===== src/rtl/wuf_pkg.sv =====
package wuf_pkg;
  localparam int ADDR_W    = 4;
  localparam int DATA_W    = 16;
  localparam int CFG_ADDR  = 0;
  localparam int EXP_ADDR  = 1;
  localparam int MASK_BASE = 2;
  localparam int DA_BYTES  = 6;
  localparam logic [15:0] CRC_INIT = 16'hFFFF;
  localparam logic [15:0] CRC_POLY = 16'hA001;

  // Control-to-datapath strobes for the hash register.
  typedef struct packed {
    logic clear;    // reseed before absorbing this byte
    logic advance;  // a frame byte is accepted this cycle
    logic feed;     // the byte is selected and goes into the hash
  } strobe_t;

  function automatic logic [15:0] crcStep(input logic [15:0] c, input logic [7:0] b);
    logic [15:0] r;
    r = c ^ {8'h00, b};
    for (int i = 0; i < 8; i++) begin
      r = r[0] ? ((r >> 1) ^ CRC_POLY) : (r >> 1);
    end
    return r;
  endfunction

  function automatic logic [15:0] bitRev16(input logic [15:0] v);
    logic [15:0] r;
    for (int i = 0; i < 16; i++) r[i] = v[15 - i];
    return r;
  endfunction
endpackage


===== src/rtl/wuf_datapath.sv =====
module wuf_datapath
  import wuf_pkg::*;
#(
  parameter int MASK_WORDS = 8,
  parameter int WORD_W     = 16,
  parameter int OFFSET_W   = 8,
  localparam int WIN_BYTES = MASK_WORDS * WORD_W,
  localparam int WIN_IDX_W = $clog2(WIN_BYTES)
) (
  input  logic                 clk,
  input  logic                 rstN,
  input  logic                 wrEn,
  input  logic [ADDR_W-1:0]    wrAddr,
  input  logic [DATA_W-1:0]    wrData,
  input  logic [7:0]           inByte,
  input  strobe_t              strb,
  input  logic [WIN_IDX_W-1:0] winIdx,
  output logic                 filterEn,
  output logic                 bcastReq,
  output logic                 mcastReq,
  output logic [OFFSET_W-1:0]  offset,
  output logic                 maskBit,
  output logic                 maskAny,
  output logic [WIN_IDX_W-1:0] highIdx,
  output logic                 crcOk
);
  logic [15:0]          expCrc;
  logic [15:0]          crcReg;
  logic [15:0]          crcBase;
  logic [15:0]          crcNext;
  logic [WIN_BYTES-1:0] maskFlat;

  always_ff @(posedge clk) begin
    if (!rstN) begin
      filterEn <= 1'b0;
      bcastReq <= 1'b0;
      mcastReq <= 1'b0;
      offset   <= '0;
      expCrc   <= '0;
    end else if (wrEn) begin
      if (wrAddr == ADDR_W'(CFG_ADDR)) begin
        filterEn <= wrData[15];
        bcastReq <= wrData[14];
        mcastReq <= wrData[13];
        offset   <= wrData[OFFSET_W-1:0];
      end
      if (wrAddr == ADDR_W'(EXP_ADDR)) expCrc <= wrData[15:0];
    end
  end

  // One register per 16-byte group of the window.
  generate
    for (genvar k = 0; k < MASK_WORDS; k++) begin : g_mask
      logic [WORD_W-1:0] word;
      always_ff @(posedge clk) begin
        if (!rstN) word <= '0;
        else if (wrEn && wrAddr == ADDR_W'(MASK_BASE + k)) word <= wrData[WORD_W-1:0];
      end
      assign maskFlat[k*WORD_W +: WORD_W] = word;
    end
  endgenerate

  assign maskBit = maskFlat[winIdx];

  always_comb begin
    highIdx = '0;
    maskAny = 1'b0;
    for (int i = 0; i < WIN_BYTES; i++) begin
      if (maskFlat[i]) begin
        highIdx = WIN_IDX_W'(i);
        maskAny = 1'b1;
      end
    end
  end

  assign crcBase = strb.clear ? CRC_INIT : crcReg;
  assign crcNext = strb.feed ? crcStep(crcBase, inByte) : crcBase;
  assign crcOk   = (bitRev16(crcNext) == expCrc);

  always_ff @(posedge clk) begin
    if (!rstN) crcReg <= CRC_INIT;
    else if (strb.advance) crcReg <= crcNext;
  end


  crc_idle_hold_chk: assert property (@(posedge clk) disable iff (!rstN)
    !strb.advance |=> $stable(crcReg));


  cfg_hold_chk: assert property (@(posedge clk) disable iff (!rstN)
    !wrEn |=> ($stable(expCrc) && $stable(offset) && $stable(filterEn)));


  crc_seed_chk: assert property (@(posedge clk) disable iff (!rstN)
    (strb.clear && !strb.feed) |=> (crcReg == CRC_INIT));
endmodule


===== src/rtl/wuf_control.sv =====
module wuf_control
  import wuf_pkg::*;
#(
  parameter int MASK_WORDS = 8,
  parameter int WORD_W     = 16,
  parameter int OFFSET_W   = 8,
  localparam int WIN_BYTES = MASK_WORDS * WORD_W,
  localparam int WIN_IDX_W = $clog2(WIN_BYTES),
  localparam int CNT_W     = OFFSET_W + 1
) (
  input  logic                 clk,
  input  logic                 rstN,
  input  logic                 inValid,
  input  logic                 inSof,
  input  logic                 inEof,
  input  logic [7:0]           inByte,
  input  logic                 filterEn,
  input  logic                 bcastReq,
  input  logic                 mcastReq,
  input  logic [OFFSET_W-1:0]  offset,
  input  logic                 maskBit,
  input  logic                 maskAny,
  input  logic [WIN_IDX_W-1:0] highIdx,
  input  logic                 crcOk,
  output strobe_t              strb,
  output logic [WIN_IDX_W-1:0] winIdx,
  output logic                 matchPulse
);
  logic [CNT_W-1:0] byteCnt, byteIdx, relIdx, offsetExt;
  logic frameActive, inFrame, accept, inWindow;
  logic coveredReg, coveredNow, hitLast;
  logic daOnesReg, daOnesBase, daOnesNow, daFullNow;
  logic groupReg, groupNow;
  logic eofNow, matchNext;

  assign byteIdx   = inSof ? '0 : byteCnt;
  assign offsetExt = CNT_W'(offset);
  assign relIdx    = byteIdx - offsetExt;
  assign inFrame   = inSof | frameActive;
  assign accept    = inValid & inFrame;
  assign inWindow  = (byteIdx >= offsetExt) && (relIdx < CNT_W'(WIN_BYTES));
  assign winIdx    = relIdx[WIN_IDX_W-1:0];

  assign strb.clear   = inValid & inSof;
  assign strb.advance = accept;
  assign strb.feed    = accept & inWindow & maskBit;

  assign hitLast    = accept & inWindow & (winIdx == highIdx);
  assign coveredNow = !maskAny | hitLast | (coveredReg & !inSof);

  assign daOnesBase = inSof ? 1'b1 : daOnesReg;
  assign daOnesNow  = (byteIdx < CNT_W'(DA_BYTES)) ? (daOnesBase & (inByte == 8'hFF)) : daOnesBase;
  assign daFullNow  = (byteIdx >= CNT_W'(DA_BYTES - 1));
  assign groupNow   = inSof ? inByte[0] : groupReg;

  assign eofNow    = accept & inEof;
  assign matchNext = eofNow & filterEn & crcOk & coveredNow
                   & (!bcastReq | (daOnesNow & daFullNow))
                   & (!mcastReq | groupNow);

  always_ff @(posedge clk) begin
    if (!rstN) begin
      byteCnt     <= '0;
      frameActive <= 1'b0;
      coveredReg  <= 1'b0;
      daOnesReg   <= 1'b0;
      groupReg    <= 1'b0;
      matchPulse  <= 1'b0;
    end else begin
      matchPulse <= matchNext;
      if (accept) begin
        byteCnt     <= (&byteIdx) ? byteIdx : byteIdx + 1'b1;
        frameActive <= !inEof;
        coveredReg  <= coveredNow;
        daOnesReg   <= daOnesNow;
        groupReg    <= groupNow;
      end
    end
  end


  match_after_eof_chk: assert property (@(posedge clk) disable iff (!rstN)
    matchPulse |-> $past(inValid && inEof));


  match_needs_enable_chk: assert property (@(posedge clk) disable iff (!rstN)
    matchPulse |-> $past(filterEn));


  idle_count_hold_chk: assert property (@(posedge clk) disable iff (!rstN)
    !inValid |=> ($stable(byteCnt) && $stable(frameActive)));


  feed_one_byte_chk: assert property (@(posedge clk) disable iff (!rstN)
    strb.feed |-> (inValid && winIdx == relIdx[WIN_IDX_W-1:0]));
endmodule


===== src/rtl/wuf_filter.sv =====
module wuf_filter
  import wuf_pkg::*;
#(
  parameter int MASK_WORDS = 8,
  parameter int WORD_W     = 16,
  parameter int OFFSET_W   = 8,
  localparam int WIN_IDX_W = $clog2(MASK_WORDS * WORD_W)
) (
  input  logic        clk,
  input  logic        rstN,
  input  logic        wrEn,
  input  logic [3:0]  wrAddr,
  input  logic [15:0] wrData,
  input  logic        inValid,
  input  logic        inSof,
  input  logic        inEof,
  input  logic [7:0]  inByte,
  output logic        matchPulse
);
  strobe_t              strb;
  logic [WIN_IDX_W-1:0] winIdx, highIdx;
  logic                 filterEn, bcastReq, mcastReq, maskBit, maskAny, crcOk;
  logic [OFFSET_W-1:0]  offset;

  wuf_datapath #(.MASK_WORDS(MASK_WORDS), .WORD_W(WORD_W), .OFFSET_W(OFFSET_W)) dp_i (
    .clk(clk), .rstN(rstN), .wrEn(wrEn), .wrAddr(wrAddr), .wrData(wrData),
    .inByte(inByte), .strb(strb), .winIdx(winIdx),
    .filterEn(filterEn), .bcastReq(bcastReq), .mcastReq(mcastReq), .offset(offset),
    .maskBit(maskBit), .maskAny(maskAny), .highIdx(highIdx), .crcOk(crcOk)
  );

  wuf_control #(.MASK_WORDS(MASK_WORDS), .WORD_W(WORD_W), .OFFSET_W(OFFSET_W)) ctl_i (
    .clk(clk), .rstN(rstN), .inValid(inValid), .inSof(inSof), .inEof(inEof), .inByte(inByte),
    .filterEn(filterEn), .bcastReq(bcastReq), .mcastReq(mcastReq), .offset(offset),
    .maskBit(maskBit), .maskAny(maskAny), .highIdx(highIdx), .crcOk(crcOk),
    .strb(strb), .winIdx(winIdx), .matchPulse(matchPulse)
  );
endmodule


===== config.mk =====
export PLATFORM = sky130hd
export DESIGN_NAME = wuf_filter
export DESIGN_NICKNAME = d
export VERILOG_FILES = /design/src/rtl/wuf_pkg.sv /design/src/rtl/wuf_datapath.sv /design/src/rtl/wuf_control.sv /design/src/rtl/wuf_filter.sv
export SDC_FILE = /design/constraint.sdc
export NUM_CORES = 1
export LEC_CHECK = 0
export ABC_AREA = 1
export BUFFER_PORTS_ARGS = -buffer_cell sky130_fd_sc_hd__buf_2
export CORE_AREA = 2 2 214 216
export CTS_CLUSTER_SIZE = 12
export DETAILED_ROUTE_END_ITERATION = 8
export DIE_AREA = 0 0 216 218
export SLEW_MARGIN = 20
export SYNTH_ARGS = -nofsm -noshare
export SYNTH_HDL_FRONTEND = slang
export SYNTH_SLANG_ARGS = --single-unit

===== constraint.sdc =====
create_clock -name clk -period 6.55 [get_ports clk]
set_clock_uncertainty 0.05 [all_clocks]
set_input_delay 1.31 -clock clk [delete_from_list [all_inputs] [get_ports clk]]
set_output_delay 1.31 -clock clk [all_outputs]
set_load 0.02 [all_outputs]

# Yosys cells after proc, flatten, opt, wreduce, memory -nomap -nowiden

Index checks and enable logic that the tools add are counted.

Bits in registers: 185
Bits of input ports: 34
Output and inout bits: 1
Logic and storage cells: 357

Add/subtract/negate cells: 2
Magnitude comparators: 5
Equality and inequality tests: 12
Muxes and demuxes: 272
Bitwise operators: 28
Reductions and logical operators: 18

Operators with widths:

| operator            | number |
|---|---|
| $mux 7              | 64 |
| $mux 6              | 32 |
| $mux 16             | 10 |
| $mux 1              | 133 |
| $mux 5              | 16 |
| $mux 4              | 8 |
| $not 2->3           | 8 |
| $mux 9              | 2 |
| $eq 16x16->1        | 1 |
| $eq 4x3->1 const B  | 4 |
| $xor 16x8->16       | 1 |
| $and 1x1->1         | 14 |
| $mux 3              | 4 |
| $add 9x1->9 const B | 1 |
| $ge 9x3->1 const B  | 1 |
| $ge 9x8->1          | 1 |
| $logic_and 1x1->1   | 9 |
| $lt 9x3->1 const B  | 1 |
| $lt 9x8->1 const B  | 1 |
| $reduce_and 9->1    | 1 |
| $sub 9x8->9         | 1 |
| $eq 4x2->1 const B  | 2 |
| $eq 4x4->1 const B  | 2 |
| $eq 8x8->1 const B  | 1 |
| other kinds (9)     | 19 |

# Logic depth before layout (Yosys ltp)

Depth in word-level cells: 134
Depth in mapped cells: 130
Gate-level depth less buffers: 130

# Hierarchy

Synthesis repeated with hierarchy kept, for this count alone.

Cell total of the unflattened synthesis: 1695
Area, all modules: 11678.7 µm²

By module, submodules not included:

| module       | times used | cells an instance | area each (µm²) | sequential area each (µm²) |
|---|---|---|---|---|
| wuf_datapath | 1          | 1441              | 10148.5         | 3423.3 |
| wuf_control  | 1          | 254               | 1530.2          | 280.3 |

# Least setup slack after synthesis

No wires, ideal clock.

Kind: reg-to-reg
From: register dp_i.g_mask[0].word[2]
To: register ctl_i.coveredReg
Library setup time: 109 ps
Data arrival time: 5815 ps
Data required time: 6391 ps
Setup slack: 576 ps
Stages on the path, launching flop included: 131
Buffers on the path: 0
Period minus slack after synthesis: 5974 ps
Cells stage by stage: dfxtp_1 inv_1 nand2_1 nand2_1 nand2_1 nand2_1 nand2_1 nand2_1 nand2_1 nand2_1 nand2_1 nand2_1 nand2_1 nand2_1 nand2_1 nand2_1 nand2_1 nand2_1 [95 not listed] nand2_1 nand2_1 nand2_1 nand2_1 nand2_1 nand2_1 nand2_1 nand2_1 nand2_1 nand2_1 nand2_1 nand2_2 nand2_1 nand2_1 nand3_2 nand3_1 nand2_1 inv_1

Cells in the longest elaborated chain, start to end: 130
Elaborated cells on any way between the ends: 257
Classes of those cells: eq/ne (1); mux (252); bitwise (3); reduce/logical (1)

RTL lines:

| element                   | RTL line           | source |
|---|---|---|
| start: declaration        | wuf_datapath.sv:54 | `logic [WORD_W-1:0] word;` |
| start signal: assignment  | wuf_datapath.sv:57 | `else if (wrEn && wrAddr == ADDR_W'(MASK_BASE + k)) word <= wrData[WORD_W-1:0];` |
| $mux 2 (2 in a row)       | wuf_datapath.sv:69 | `if (maskFlat[i]) begin` |
| $mux 3 (4 in a row)       | wuf_datapath.sv:69 |  |
| $mux 4 (8 in a row)       | wuf_datapath.sv:69 |  |
| $mux 5 (16 in a row)      | wuf_datapath.sv:69 |  |
| $mux 6 (32 in a row)      | wuf_datapath.sv:69 |  |
| $mux 7 (64 in a row)      | wuf_datapath.sv:69 |  |
| $eq 7x7->1                | wuf_control.sv:48  | `assign hitLast = accept & inWindow & (winIdx == highIdx);` |
| $and 1x1->1               | wuf_control.sv:48  |  |
| $or 1x1->1 * (2 in a row) | wuf_control.sv:49  | `assign coveredNow = !maskAny \| hitLast \| (coveredReg & !inSof);` |
| end signal: assignment    | wuf_control.sv:74  | `coveredReg <= coveredNow;` |
| end: declaration          | wuf_control.sv:31  | `logic coveredReg, coveredNow, hitLast;` |

Mark *: on every way between the ends. The rest lies on a longest branch, timed or not.
A chain may end at the register's enable or synchronous reset.

# Worst setup path in the final report

Ends and elaborated chain as after synthesis.

==> flow_metrics.py <==
metrics = {
    "detailed_routing": {
        "drc": 0,
        "first_pass_iters": 5,
        "wire_per_inst_um": 15.5,
        "routed_wirelength_um": 33700,
        "drt_iter0_markers": 888,
        "ant_nets": 0,
        "vias_per_cell": 4.82,
        "num_vias": 10400,
    },
    "worst_setup_path": {
        "crit_path_start_kind": "register",
        "crit_slowest_cell": "dfxtp_2",
        "worstReg2RegStart": "dp_i.g_mask[0].word[2]",
        "critPathArrivalTime_ns": 7.06,
        "cp.required_ns": 6.84,
        "cp_common_cell": "nand2_1",
        "cp_max_fo": 2,
        "cp-end-kind": "register",
        "crit_buf_inv": 2,
        "crit_type": "register to register",
        "slowest_delay_ns": 0.33,
        "path_delay_family": "simple AND/OR/NAND/NOR gates",
        "crit_start": "dp_i.g_mask[0].word[2]",
    },
    "floorplan": {
        "ios": 35,
        "design.die.area_um2": 47100,
        "rows": 78,
        "fp.dieW_um": 216,
        "die_y_um": 218,
        "core_um2": 44900,
        "start_util_pct": 24.8,
    },
    "global_routing": {
        "grt_pass1_wl_um": 53000,
        "grt_pass1_vias": 9478,
        "antenna_found_initial": 0,
        "gr-usage-all-layers_pct": 14.2,
        "grt_max_degree": 116,
        "grt_remaining_overflow": 0,
    },
    "synth": {
        "syn-num-nets": 1599,
        "synth_cell_type_count": 50,
        "syn-cell-area_um2": 11100,
        "ys_ff_latch": 185,
        "synth-edff-count": 0,
        "seq_area_frac_synth_pct": 33.3,
        "synth.top_cells.by_area": "dfxtp_1 33%, o21ai_0 11%, bufinv_8 10%",
        "synthFlopType": "dfxtp_1",
        "yosys.area.top_type": "dfxtp_1",
        "syn_avg_cell_area_um2": 7.15,
        "async_flop_share_pct": 0,
        "yosys_warnings": 0,
        "netlist_instances": 1554,
        "synth_top_area_share_pct": 33.3,
    },
    "timing": {
        "final.setup.worst_slack_ns": -0.219,
        "relSlewSlack_pct": 27.8,
        "tns_ns": -0.355,
        "period_share_pct": 103,
        "fin_hold_ws_ns": 0.404,
        "finalSetupViolCount": 2,
        "worstMarginPinSlew_ns": 1.08,
        "finalCriticalPeriod_ns": 6.77,
        "max_freq_mhz": 148,
        "grt_setup_unrepaired": "yes",
        "report.final.slew_viol_count": 0,
        "hold_viol_final": 0,
    },
    "power": {
        "powerDensity_nw_per_um2": 231,
        "ir_drop_v": 0.000197,
        "leakage_nw": 5.21,
        "switching_power_w": 0.000983,
        "p_sw_share_pct": 33.8,
        "p_seq_share_pct": 40.3,
        "power.internal_w": 0.00193,
        "pwr-share-comb_pct": 22.4,
        "p_clk_share_pct": 37.2,
        "finalPower_w": 0.00291,
    },
    "place": {
        "dpl.cell_count": 2134,
        "hpwl_um": 22900,
        "io_buffers": 34,
        "place.gp.congestion": 0.907,
    },
    "final_layout": {
        "stdcell_count": 2166,
        "fill_cells": 4961,
        "nets": 1598,
        "diodes": 0,
        "area_growth_syn_to_layout_pct": 13.3,
        "drive_gt1_share_pct": 13.1,
        "fin_util_pct": 28.0,
    },
    "clock_tree": {
        "cts-buffers-inserted": 17,
        "cts.sinks": 185,
        "clkTransAtPathRegs_ns": 0.10,
        "clockRootBuffer": "clkbuf_16",
        "clk_path_buf_depth": 2,
        "ctsHtreeMaxLevel": 4,
        "cts_hold_buf": 0,
        "clk_latency_ns": 0.45,
        "cts_tree": "done",
    },
    "status": {
        "status": "complete, but fails checks",
        "violations": "setup timing",
    },
    "min_path": {
        "holdCritStartpoint": "dp_i.bcastReq",
        "min_path_type": "register to register",
    },
    "run": {
        "drv_cap": 0,
    },
}
cells in the mapped netlist (2+ instances only):
| cell | number |
|---|---|
| a21oi_1 | 196 |
| xnor2_1 | 14 |
| a21boi_1 | 2 |
| inv_2 | 30 |
| o22ai_1 | 5 |
| nor2_1 | 148 |
| a211oi_1 | 4 |
| or2_1 | 4 |
| bufinv_8 | 64 |
| clkinv_1 | 18 |
| o311ai_1 | 2 |
| buf_6 | 2 |
| o211ai_1 | 14 |
| ha_1 | 10 |
| clkbuf_1 | 71 |
| nor3b_1 | 2 |
| and2_1 | 2 |
| o221ai_1 | 12 |
| buf_1 | 13 |
| nand4_1 | 7 |
| a22o_1 | 3 |
| a221oi_1 | 5 |
| o2111ai_1 | 2 |
| o31ai_1 | 2 |
| nand2_1 | 227 |
| xor2_1 | 24 |
| o21ai_1 | 24 |
| o21ai_0 | 239 |
| nor4_1 | 32 |
| nor3_1 | 15 |
| inv_1 | 91 |
| a31oi_1 | 3 |
| dfxtp_1 | 185 |
| nand3_1 | 66 |
power groups by stage:
| stage | registers, W | clock network, W | logic (W) |
|---|---|---|---|
| 2_1_floorplan | 0.00120 | 0 | 0.000469 |
| 3_3_place_gp | 0.00120 | 0 | 0.000642 |
| 3_5_place_dp | 0.00120 | 0 | 0.000645 |
| 4_1_cts | 0.00117 | 0.00110 | 0.000649 |
| 5_1_grt | 0.00118 | 0.00115 | 0.000736 |
| 6_report | 0.00117 | 0.00108 | 0.000652 |
cell type report:
type | count | area (um2) | area share [%]
inverter | 205 | 1660 | 13.2
sequential | 185 | 3710 | 29.4
clock buffer | 17 | 425 | 3.38
timing repair buffer | 68 | 440 | 3.50
tap | 600 | 751 | 5.96
multi-input combinational | 1076 | 5410 | 43.0
clock inverter | 15 | 193 | 1.53
state kept, by name, summed over array words and instances (netlist names):
signal             flops
ctl_i.byteCnt          9
dp_i.offset            8
ctl_i.groupReg         1
dp_i.filterEn          1
ctl_i.coveredReg       1
dp_i.expCrc           16
dp_i.bcastReq          1
dp_i.crcReg           16
ctl_i.matchPulse       1
dp_i.mcastReq          1
dp_i.g_mask.word     128
ctl_i.daOnesReg        1
ctl_i.frameActive      1
tightest hold or removal path: cells and delay by family (launching register included):
kind            cells  cell delay, ns
flops               1            0.32
compound gates      1            0.05
buf+inv             1            0.05
layer usage:
metal | share of wire, % | global-route usage [%]
met1 | 48 | 20.1
met2 | 45 | 23.1
met3 | 5.3 | 2.05
met4 | 1.2 | 2.76
met5 | 0 | 0
repair_timing:
item	CTS	global route
hold endpoints to repair	0	0
buffers inserted	0	0
resized for setup	4	0
setup endpoints to repair	2	2
pin swaps	2	0
worst paths after layout:
path / cells past startpoint / end / slack, ns
max: 130 / ctl_i.coveredReg / -0.22
max reg2reg: 130 / ctl_i.coveredReg / -0.22
min reg2reg: 2 / dp_i.bcastReq / 0.40
min: 2 / dp_i.bcastReq / 0.40
kinds of logic (layout without fill, tap and decap cells):
family	after synthesis	after routing	synth area share (%)
AOI/OAI and AO/OA	519	519	25.0
xor gates and xnor gates	38	38	3.00
adders and majority gates	11	11	1.31
buffers and inverters	293	305	18.1
DFF	185	185	33.3
and+or+nand+nor	508	508	19.3
placed cells by master (no fill, tap or decap), drive strengths merged, types with 24 or more instances in the layout:
cell type / count
nand2: 228
a21oi: 197
nand3: 67
dfxtp: 185
nor2: 148
bufinv: 64
o21ai: 263
inv: 129
clkinv: 26
xor2: 24
buf: 68
nor4: 32
through the flow:
stage / instance area (um2) / worst slack [ns]
2_1_floorplan: 11100 / 0.576
3_3_place_gp: 12000 / -0.194
3_5_place_dp: 12000 / -0.180
4_1_cts: 12600 / -0.208
5_1_grt: 12600 / -1.50
6_report: 12600 / -0.219
Note: power is estimated with default switching activity, not from simulation.
